===== src/rtl/usb_reset_seq_pkg.sv =====
package usb_reset_seq_pkg;
  localparam int VEC_W   = 32;
  localparam int NUM_VEC = 4;
  localparam int NUM_PHY = 3;

  typedef logic [VEC_W-1:0] vec_t;
  typedef vec_t [NUM_VEC-1:0] vecArr_t;

  // Strobes from control to datapath, one per sequence step
  typedef struct packed {
    logic load;    // step 1: capture and assert
    logic clrRs;   // step 2
    logic relPhy;  // step 3
    logic setRs;   // step 4
    logic relDev;  // step 5
  } seqStrobe_t;

  // Group select bits in the disable word
  localparam int GRP_D0_3 = 9;
  localparam int GRP_D4_7 = 22;
  localparam int GRP_D8   = 24;
  localparam int GRP_D9   = 21;

  // Fixed host and PHY positions
  localparam int HOST_A_BIT = 26;  // vector 1
  localparam int HOST_B_BIT = 31;  // vector 3
  localparam int PHY_A_BIT  = 24;  // vector 2
  localparam int PHY_B_BIT  = 25;  // vector 2
  localparam int PHY_C_BIT  = 25;  // vector 3

  function automatic vecArr_t devHostMask(input vec_t dis);
    vecArr_t m;
    m = '0;
    if (!dis[GRP_D0_3]) begin
      m[0][5] = 1'b1; m[0][8] = 1'b1; m[0][25] = 1'b1; m[2][4] = 1'b1;
    end
    if (!dis[GRP_D4_7]) begin
      m[0][22] = 1'b1; m[0][23] = 1'b1; m[0][24] = 1'b1; m[2][5] = 1'b1;
    end
    if (!dis[GRP_D8]) m[2][6] = 1'b1;
    if (!dis[GRP_D9]) m[2][7] = 1'b1;
    m[1][HOST_A_BIT] = 1'b1;
    m[3][HOST_B_BIT] = 1'b1;
    return m;
  endfunction

  function automatic vecArr_t phyMask();
    vecArr_t m;
    m = '0;
    m[2][PHY_A_BIT] = 1'b1;
    m[2][PHY_B_BIT] = 1'b1;
    m[3][PHY_C_BIT] = 1'b1;
    return m;
  endfunction
endpackage


===== src/rtl/usb_reset_seq_ctrl.sv =====
module usb_reset_seq_ctrl
  import usb_reset_seq_pkg::*;
#(
  parameter int SETTLE = 5000
) (
  input  logic       clk,
  input  logic       rstN,
  input  logic       start,
  output seqStrobe_t stb,
  output logic       busy,
  output logic       done
);
  localparam int CNT_W = (SETTLE < 2) ? 1 : $clog2(SETTLE);

  typedef enum logic [2:0] {S_IDLE, S_CLR, S_RELPHY, S_WAIT, S_RELDEV} state_t;

  state_t     state, stateNxt;
  logic [CNT_W-1:0] cnt;

  always_comb begin
    stb      = '0;
    stateNxt = state;
    unique case (state)
      S_IDLE:   if (start) begin stb.load = 1'b1; stateNxt = S_CLR; end
      S_CLR:    begin stb.clrRs = 1'b1; stateNxt = S_RELPHY; end
      S_RELPHY: begin stb.relPhy = 1'b1; stateNxt = S_WAIT; end
      S_WAIT:   if (cnt == '0) begin stb.setRs = 1'b1; stateNxt = S_RELDEV; end
      S_RELDEV: begin stb.relDev = 1'b1; stateNxt = S_IDLE; end
      default:  stateNxt = S_IDLE;
    endcase
  end

  always_ff @(posedge clk or negedge rstN) begin
    if (!rstN) begin
      state <= S_IDLE;
      cnt   <= '0;
      done  <= 1'b0;
    end else begin
      state <= stateNxt;
      if (stb.relPhy)
        cnt <= CNT_W'(SETTLE - 1);
      else if (state == S_WAIT && cnt != '0)
        cnt <= cnt - 1'b1;
      if (stb.load)
        done <= 1'b0;
      else if (stb.relDev)
        done <= 1'b1;
    end
  end

  assign busy = (state != S_IDLE);
endmodule


===== src/rtl/usb_reset_seq_dp.sv =====
module usb_reset_seq_dp
  import usb_reset_seq_pkg::*;
(
  input  logic                 clk,
  input  logic                 rstN,
  input  seqStrobe_t           stb,
  input  vec_t                 disWord,
  input  vecArr_t              prior,
  output vecArr_t              vecOut,
  output logic [NUM_PHY-1:0]   rsOut
);
  vecArr_t vecReg, heldDev, phyM, newDev;

  assign phyM   = phyMask();
  assign newDev = devHostMask(disWord);

  always_ff @(posedge clk or negedge rstN) begin
    if (!rstN) begin
      vecReg  <= '0;
      heldDev <= '0;
      rsOut   <= '1;
    end else begin
      if (stb.load) heldDev <= newDev;
      for (int i = 0; i < NUM_VEC; i++) begin
        if (stb.load)
          vecReg[i] <= prior[i] | newDev[i] | phyM[i];
        else if (stb.relPhy)
          vecReg[i] <= vecReg[i] & ~phyM[i];
        else if (stb.relDev)
          vecReg[i] <= vecReg[i] & ~heldDev[i];
      end
      if (stb.clrRs)
        rsOut <= '0;
      else if (stb.setRs)
        rsOut <= '1;
    end
  end

  assign vecOut = vecReg;
endmodule


===== src/rtl/usb_reset_seq.sv =====
module usb_reset_seq
  import usb_reset_seq_pkg::*;
#(
  parameter int CLK_HZ    = 100_000_000,
  parameter int SETTLE_US = 50
) (
  input  logic        clk,
  input  logic        rstN,
  input  logic        start,
  input  logic [31:0] modDisable,
  input  logic [31:0] rstPrior0,
  input  logic [31:0] rstPrior1,
  input  logic [31:0] rstPrior2,
  input  logic [31:0] rstPrior3,
  output logic [31:0] rstVec0,
  output logic [31:0] rstVec1,
  output logic [31:0] rstVec2,
  output logic [31:0] rstVec3,
  output logic [2:0]  phyRs,
  output logic        busy,
  output logic        done
);
  localparam int SETTLE_CYCLES = (CLK_HZ / 1_000_000) * SETTLE_US;

  seqStrobe_t stb;
  vecArr_t    prior, vecOut;

  assign prior = {rstPrior3, rstPrior2, rstPrior1, rstPrior0};

  usb_reset_seq_ctrl #(.SETTLE(SETTLE_CYCLES)) u_ctrl (
    .clk(clk), .rstN(rstN), .start(start),
    .stb(stb), .busy(busy), .done(done)
  );

  usb_reset_seq_dp u_dp (
    .clk(clk), .rstN(rstN), .stb(stb), .disWord(modDisable),
    .prior(prior), .vecOut(vecOut), .rsOut(phyRs)
  );

  assign rstVec0 = vecOut[0];
  assign rstVec1 = vecOut[1];
  assign rstVec2 = vecOut[2];
  assign rstVec3 = vecOut[3];
endmodule


===== config.mk =====
export PLATFORM = sky130hd
export DESIGN_NAME = usb_reset_seq
export DESIGN_NICKNAME = d
export VERILOG_FILES = /design/src/rtl/usb_reset_seq_pkg.sv /design/src/rtl/usb_reset_seq_ctrl.sv /design/src/rtl/usb_reset_seq_dp.sv /design/src/rtl/usb_reset_seq.sv
export SDC_FILE = /design/constraint.sdc
export NUM_CORES = 1
export LEC_CHECK = 0
export CAP_MARGIN = 20
export CORE_ASPECT_RATIO = 0.7
export CORE_MARGIN = 2
export CORE_UTILIZATION = 37
export CTS_BUF_LIST = sky130_fd_sc_hd__clkbuf_4 sky130_fd_sc_hd__clkbuf_8
export DETAILED_ROUTE_END_ITERATION = 7
export PLACE_DENSITY = 0.78
export SETUP_SLACK_MARGIN = 0.5
export SLEW_MARGIN = 5
export SYNTH_ARGS = -nofsm -noshare
export SYNTH_HDL_FRONTEND = slang
export SYNTH_SLANG_ARGS = --single-unit

===== constraint.sdc =====
create_clock -name clk -period 1.8 [get_ports clk]
set_clock_uncertainty 0.2 [all_clocks]
set_input_delay 0.36 -clock clk [delete_from_list [all_inputs] [get_ports clk]]
set_output_delay 0.36 -clock clk [all_outputs]
set_load 0.01 [all_outputs]

==> results of run 1 <==
synthesized netlist by cell type (2+ instances only):
cell type  instances
nand2_1          356
dfrtp_1          148
clkbuf_1          20
nor2_1            17
inv_1             16
o21ai_0           10
buf_2              9
a311oi_1           8
a21oi_1            7
a31oi_1            7
nor3_1             7
buf_4              4
or3_1              4
and2_1             3
mux2i_1            3
nand3_1            3
and4_1             2
buf_1              2
clkbuf_2           2
ha_1               2
nor3b_1            2
nor4_1             2
o41ai_1            2
or4_1              2
repair_timing:
item	CTS	global route
gates cloned	28	1
resized for setup	724	36
endpoints found under the hold margin	68	0
pin swaps	141	0
setup buffers	51	54
endpoints found under the setup margin	282	282
hold buffers	1	0
metrics by stage:
step                      TNS, ns  total power, mW  cells  hold WS (ns)
after floorplan            -0.320             3.42    656        -0.136
after global placement      -1.43             3.79   1128         0.114
after detailed placement    -2.99             3.79   1128         0.111
after CTS                   -4.76             6.33   1240         0.194
after global routing       -15.01             6.53   1295         0.204
final                       -5.03             6.29   1295         0.206
worst max-delay path: cells and delay by family, from the launching register on:
family	cells	cell delay (ns)
compound gates	1	0.13
simple gates	3	1.15
flops	1	0.40
area by class of cell:
type	count	area, um2	area share
inverters	16	60.1	0.00526
well taps	200	250	0.0219
multi-input cells	455	2400	0.210
flip-flops and latches	149	3730	0.327
repair buffers	443	4600	0.403
clock buffers	20	256	0.0225
clock inverters	12	120	0.0105
worst paths after layout:
path                                        startpoint                      endpoint  slack [ns]  cells after the start
max                          u_ctrl.cnt[5]$_DFFE_PN0P_     u_ctrl.cnt[6]$_DFFE_PN0P_       -0.16                      4
min                                               rstN  u_dp.vecOut[106]$_DFFE_PN0P_        0.21                      2
max reg2reg                  u_ctrl.cnt[5]$_DFFE_PN0P_     u_ctrl.cnt[6]$_DFFE_PN0P_       -0.16                      4
min reg2reg                u_dp.vecOut[31]$_DFFE_PN0P_   u_dp.vecOut[31]$_DFFE_PN0P_        0.28                      2
max in group asynchronous                         rstN   u_dp.vecOut[68]$_DFFE_PN0P_        0.61                      3
min in group clk                          rstPrior0[6]    u_dp.vecOut[6]$_DFFE_PN0P_        0.24                      3
routing by layer:
layer | up-vias | wire length (um) | share of wire | GRT usage
li1 | 2920 | - | - | -
met1 | 3038 | 9160 | 0.38 | 0.305
met2 | 306 | 11900 | 0.50 | 0.463
met3 | 56 | 2140 | 0.090 | 0.0911
met4 | 0 | 631 | 0.026 | 0.0893
met5 | - | 0 | 0 | 0
power by group:
| group | switching (mW) | total, mW | internal (mW) |
|---|---|---|---|
| combinational | 0.135 | 0.399 | 0.265 |
| clock | 1.38 | 2.54 | 1.16 |
| sequential | 0 | 3.34 | 3.34 |
logic make-up (layout without fill, tap and decap cells):
group,after synthesis,in the layout,share of synthesized area
AO/OA/AOI/OAI,41,41,0.0463
AND/OR/NAND/NOR,407,409,0.273
adder cells (fa/ha/maj),2,2,0.00423
multiplexers,3,3,0.00508
flip-flops,149,149,0.630
buffers and inverters,54,491,0.0408
registers in the layout (all words and copies together) (netlist names):
register,count
u_ctrl.done,1
u_ctrl.state,3
u_dp.rsOut,1
u_dp.vecOut,126
u_dp.heldDev,5
u_ctrl.cnt,13
==> run_results.csv, run 1 <==
group,metric,value,unit
clock_network,clock_latency,0.43,ns
power_and_ir_drop,power.density,550,mW/mm2
setup_path,required,1.95,ns
global_routing,grt_pass1_vias,6326,
synth,synth.distinct_cells,42,
setup_path,slowest_stage,"or4_4",
synth,yosys_most_used_dff,"dfrtp_1",
synth,synthesis.area,0.00592,mm2
final_layout,final_cell_mix,"nand2_1 (274), dfrtp_1 (147), clkdlybuf4s50_1 (127)",
die,pin_count,296,
synth,synth_warnings,0,
setup_path,path_cells,"or4_4 > or2_4 > or3_1 > a21oi_1",
die,initial_core_util,0.381,
placed_design,routabilityCongestion,0.839,
die,fp.coreArea,0.0155,mm2
sta,setup_viol,96,
sta,min_period,1.96,ns
sta,hold_viol,0,
route,via_per_inst,4.88,
clock_network,clkSinkCount,149,
global_routing,gr-total-overflow,0,
final_layout,fillers,1025,
die,die_w,155,um
setup_path,crit_type,"reg2reg",
status,violations,"negative setup slack",
global_routing,track_usage,0.264,
route,wl_per_cell,18.4,um
clock_network,cts_buffer_depth,2,
placed_design,place_hpwl,12900,um
sta,drv_slew,0,
die,die_h,110,um
placed_design,port_buffers,262,
synth,synth_fp_nets,821,
final_layout,n_antenna_cell,0,
die,dieArea,0.0170,mm2
power_and_ir_drop,p_leak,6.13,nW
global_routing,grt_pass1_wl,34200,um
placed_design,place_area,0.00917,mm2
sta,setup_ws,-0.155,ns
clock_network,clkTransAtPathRegs,0.09,ns
synth,synth_area_leaders,"dfrtp_1 (63%), nand2_1 (23%), clkbuf_1 (1.3%), a311oi_1 (1.2%), nor2_1 (1.1%)",
synth,syn_inst,656,
worst_hold_path,min-delay-path-class,"in2async",
route,wirelength,23900,um
setup_path,crit_fanout,3,
route,drt-initial-drc-count,406,
placed_design,dp_worst_setup_slack,-0.139,ns
power_and_ir_drop,peakVddDrop,0.358,mV
route,via_count,6320,
setup_path,start_kind,"flop",
sta,max_slew_margin,0.576,
clock_network,cts-buffers-inserted,17,
sta,fmax,511,MHz
clock_network,tritoncts,"built",
sta,min_period_over_period,1.09,
synth,ys_seq_area_frac,0.630,
setup_path,arrival,2.10,ns
route,first_pass_iters,6,
global_routing,antenna_found_initial,0,
final_layout,final_common_cell,"nand2_1",
sta,rsz0062_at_grt,"yes",
setup_path,cpPeakStageDelay,0.57,ns
synth,yosys.area.top_type,"dfrtp_1",
synth,postSynthAreaPerCell,9.02,um2
synth,synth-edff-count,0,
synth,synth_top_area_share,0.626,
synth,ys_ff_latch,149,
final_layout,design_area,0.0114,mm2
run,drv_cap,0,
final_layout,synthToLayoutAreaGrowth,93.0,%
final_layout,nets,1247,
global_routing,grt_max_degree,41,
synth,synthArstFlopShare,1.00,
sta,worst_pin_slew,0.636,ns
final_layout,final_util,0.734,
status,status,"finished, violations left",
final_layout,drive_gt1_frac,0.426,
setup_path,worst_setup_path_end_kind,"flop",
route,detail-route-antenna-nets,0,
clock_network,cts-root-buf,"clkbuf_8",
die,rows,38,
route,drc,0,
clock_network,cts_max_level,4,
(Power assumes the default switching activity.)
==> inputs of run 2 (changes only) <==
--- a/config.mk
+++ b/config.mk
@@ -6,13 +6,15 @@
 export NUM_CORES = 1
 export LEC_CHECK = 0
 export CAP_MARGIN = 20
+export CELL_PAD_IN_SITES_DETAIL_PLACEMENT = 0
+export CELL_PAD_IN_SITES_GLOBAL_PLACEMENT = 1
 export CORE_ASPECT_RATIO = 0.7
 export CORE_MARGIN = 2
-export CORE_UTILIZATION = 37
+export CORE_UTILIZATION = 27
 export CTS_BUF_LIST = sky130_fd_sc_hd__clkbuf_4 sky130_fd_sc_hd__clkbuf_8
 export DETAILED_ROUTE_END_ITERATION = 7
-export PLACE_DENSITY = 0.78
-export SETUP_SLACK_MARGIN = 0.5
+export PLACE_DENSITY_LB_ADDON = 0.1
+export SETUP_SLACK_MARGIN = 0.3
 export SLEW_MARGIN = 5
 export SYNTH_ARGS = -nofsm -noshare
 export SYNTH_HDL_FRONTEND = slang
==> run 2 against run 1 <==
  * The flow still finishes with violations (negative setup slack)
  * Sequential share of layout area up 1.8 points
  * Sequential cell count unchanged
  * Setup slack better by 0.0025 ns
  * Non-clock buffer count down 42
  * Sequential power about the same
  * Wire length down 12%
  * Power up 0.16%
  * Critical endpoint is now u_dp.vecOut[37]$_DFFE_PN0P_
  * Largest cell class unchanged
  * Largest power group unchanged
  * Highest routed layer unchanged
==> run_results.csv, run 2 (same netlist as run 1, synthesis figures left out) <==
group,metric,value,unit
final_layout,fillers,1997,
clock_network,clock_latency,0.45,ns
power_and_ir_drop,power.density,582,mW/mm2
worst_hold_path,min-delay-path-class,"in2async",
final_layout,final_cells,1334,
route,first_pass_iters,4,
power_and_ir_drop,p_comb_frac,0.064,
placed_design,place_area,0.00924,mm2
placed_design,place_hpwl,13600,um
die,pin_count,296,
sta,rsz0062_at_grt,"yes",
power_and_ir_drop,power_frac_clock,0.405,
clock_network,cts_buffer_depth,2,
clock_network,tritoncts,"built",
placed_design,routabilityCongestion,0.791,
power_and_ir_drop,peakVddDrop,0.360,mV
route,via_count,5758,
clock_network,clkTransAtPathRegs,0.09,ns
power_and_ir_drop,p_int,4.83,mW
route,wirelength,21000,um
sta,setup_viol,140,
sta,drv_slew,0,
status,violations,"negative setup slack",
route,drt-initial-drc-count,184,
final_layout,design_area,0.0108,mm2
setup_path,start_kind,"flop",
setup_path,r2r_setup_slack,-0.15,ns
sta,max_slew_margin,0.729,
power_and_ir_drop,p_leak,5.79,nW
global_routing,grt_pass1_vias,5883,
setup_path,required,1.99,ns
sta,hold_viol,0,
placed_design,port_buffers,262,
global_routing,grt_use_met3,0.0790,
sta,setup_ws,-0.153,ns
sta,fmax,512,MHz
die,initial_core_util,0.274,
route,wl_per_cell,15.8,um
final_layout,n_antenna_cell,0,
global_routing,track_usage,0.176,
die,dieArea,0.0231,mm2
die,die_w,181,um
route,detail-route-antenna-nets,0,
power_and_ir_drop,p_seq_frac,0.531,
final_layout,nets,1204,
setup_path,crit_type,"reg2reg",
die,die_h,128,um
setup_path,arrival,2.14,ns
final_layout,drive_gt1_frac,0.385,
clock_network,cts-root-buf,"clkbuf_8",
global_routing,grt-busiest-layer,"met2",
sta,min_period,1.95,ns
power_and_ir_drop,swShare,0.233,
status,status,"finished, violations left",
global_routing,antenna_found_initial,2,
power_and_ir_drop,p_switching,1.47,mW
global_routing,gr-total-overflow,0,
final_layout,final_cell_mix,"nand2_1 (302), dfrtp_1 (145), clkdlybuf4s50_1 (128)",
global_routing,grt_max_degree,39,
final_layout,final_util,0.502,
clock_network,cts_max_level,4,
setup_path,worst_setup_path_end_kind,"flop",
sta,min_period_over_period,1.08,
die,rows,45,
route,drc,0,
clock_network,clkSinkCount,149,
global_routing,grt_pass1_wl,31800,um
die,fp.coreArea,0.0216,mm2
clock_network,cts-buffers-inserted,17,
sta,worst_pin_slew,0.407,ns
route,via_per_inst,4.32,
global_routing,met2_usage,0.278,
placed_design,dp_worst_setup_slack,-0.150,ns
final_layout,synthToLayoutAreaGrowth,82.9,%
final_layout,largest_reg_flops,126,
final_layout,final_common_cell,"nand2_1",
power_and_ir_drop,total_power,6.29,mW
placed_design,dp_cells,1210,
setup_path,crit_fanout,7,
run,drv_cap,0,
global_routing,use_met1,0.220,
-- run 2: cell count changes in the layout (fill, tap and decap cells not counted), moves of 6 or more --
cell	delta
buf_16	-16
buf_12	-6
nand2_4	+9
nand2_1	+28
buf_4	-29
buf_6	+14
nand2_2	-37
-- run 2: path summary, 6_finish.rpt --
| check | depth (start not counted) | end | startpoint |
|---|---|---|---|
| setup / recovery | 10 | u_dp.vecOut[37]$_DFFE_PN0P_ | u_ctrl.state[0]$_DFFE_PN0P_ |
| max in group asynchronous | 3 | u_ctrl.state[2]$_DFFE_PN0P_ | rstN |
| min in group clk | 3 | u_dp.vecOut[9]$_DFFE_PN0P_ | rstPrior0[9] |
| setup reg to reg | 10 | u_dp.vecOut[37]$_DFFE_PN0P_ | u_ctrl.state[0]$_DFFE_PN0P_ |
| hold / removal | 2 | u_dp.vecOut[12]$_DFFE_PN0P_ | rstN |
| hold reg to reg | 2 | u_dp.vecOut[67]$_DFFE_PN0P_ | u_dp.vecOut[67]$_DFFE_PN0P_ |
-- run 2: power by group through the flow --
stage | clock network (mW) | registers [mW] | logic [mW]
2_1_floorplan | 0 | 3.41 | 0.00727
3_3_place_gp | 0 | 3.41 | 0.385
3_5_place_dp | 0 | 3.41 | 0.387
4_1_cts | 2.63 | 3.34 | 0.396
5_1_grt | 2.79 | 3.34 | 0.437
6_report | 2.55 | 3.34 | 0.400
-- run 2: repair_timing --
| item | in CTS | in global routing |
|---|---|---|
| hold buffers | 1 | 0 |
| buffers inserted | 40 | 39 |
| resized for setup | 646 | 108 |
| pin swaps | 20 | 68 |
| setup endpoints to repair | 282 | 282 |
| gates cloned | 6 | 6 |
| endpoints found under the hold margin | 106 | 0 |
-- run 2: cell type report --
class                      instances  area [um2]  share of cell area
multi-input combinational        454        2430               0.225
inverter                          16        60.1             0.00555
tap                              282         353              0.0326
timing repair buffer             401        3870               0.357
clock buffer                      22         284              0.0262
clock inverter                    10        96.3             0.00890
sequential                       149        3730               0.345
-- run 2: worst max-delay path, cell delays in order, from the launching register on --
cell and delay [ns]:
dfrtp_2 0.45, nor3_4 0.21, buf_4 0.14, buf_6 0.08
buf_6 0.07, and2_4 0.20, buf_12 0.15, buf_12 0.12
clkbuf_16 0.14, nand2_2 0.05, nand2_2 0.06
-- run 2: metrics by stage --
stage          hold slack, ns  TNS [ns]
6_report                0.183    -11.29
5_1_grt                 0.193    -23.80
4_1_cts                 0.164     -8.09
3_5_place_dp            0.103     -2.26
3_3_place_gp           0.0991    -0.811
2_1_floorplan          -0.136    -0.321
-- run 2: routing by layer --
layer	up-vias	part of all wire
met3	20	0.089
met5	-	0
met1	2725	0.43
li1	2831	-
met2	182	0.47
met4	0	0.011
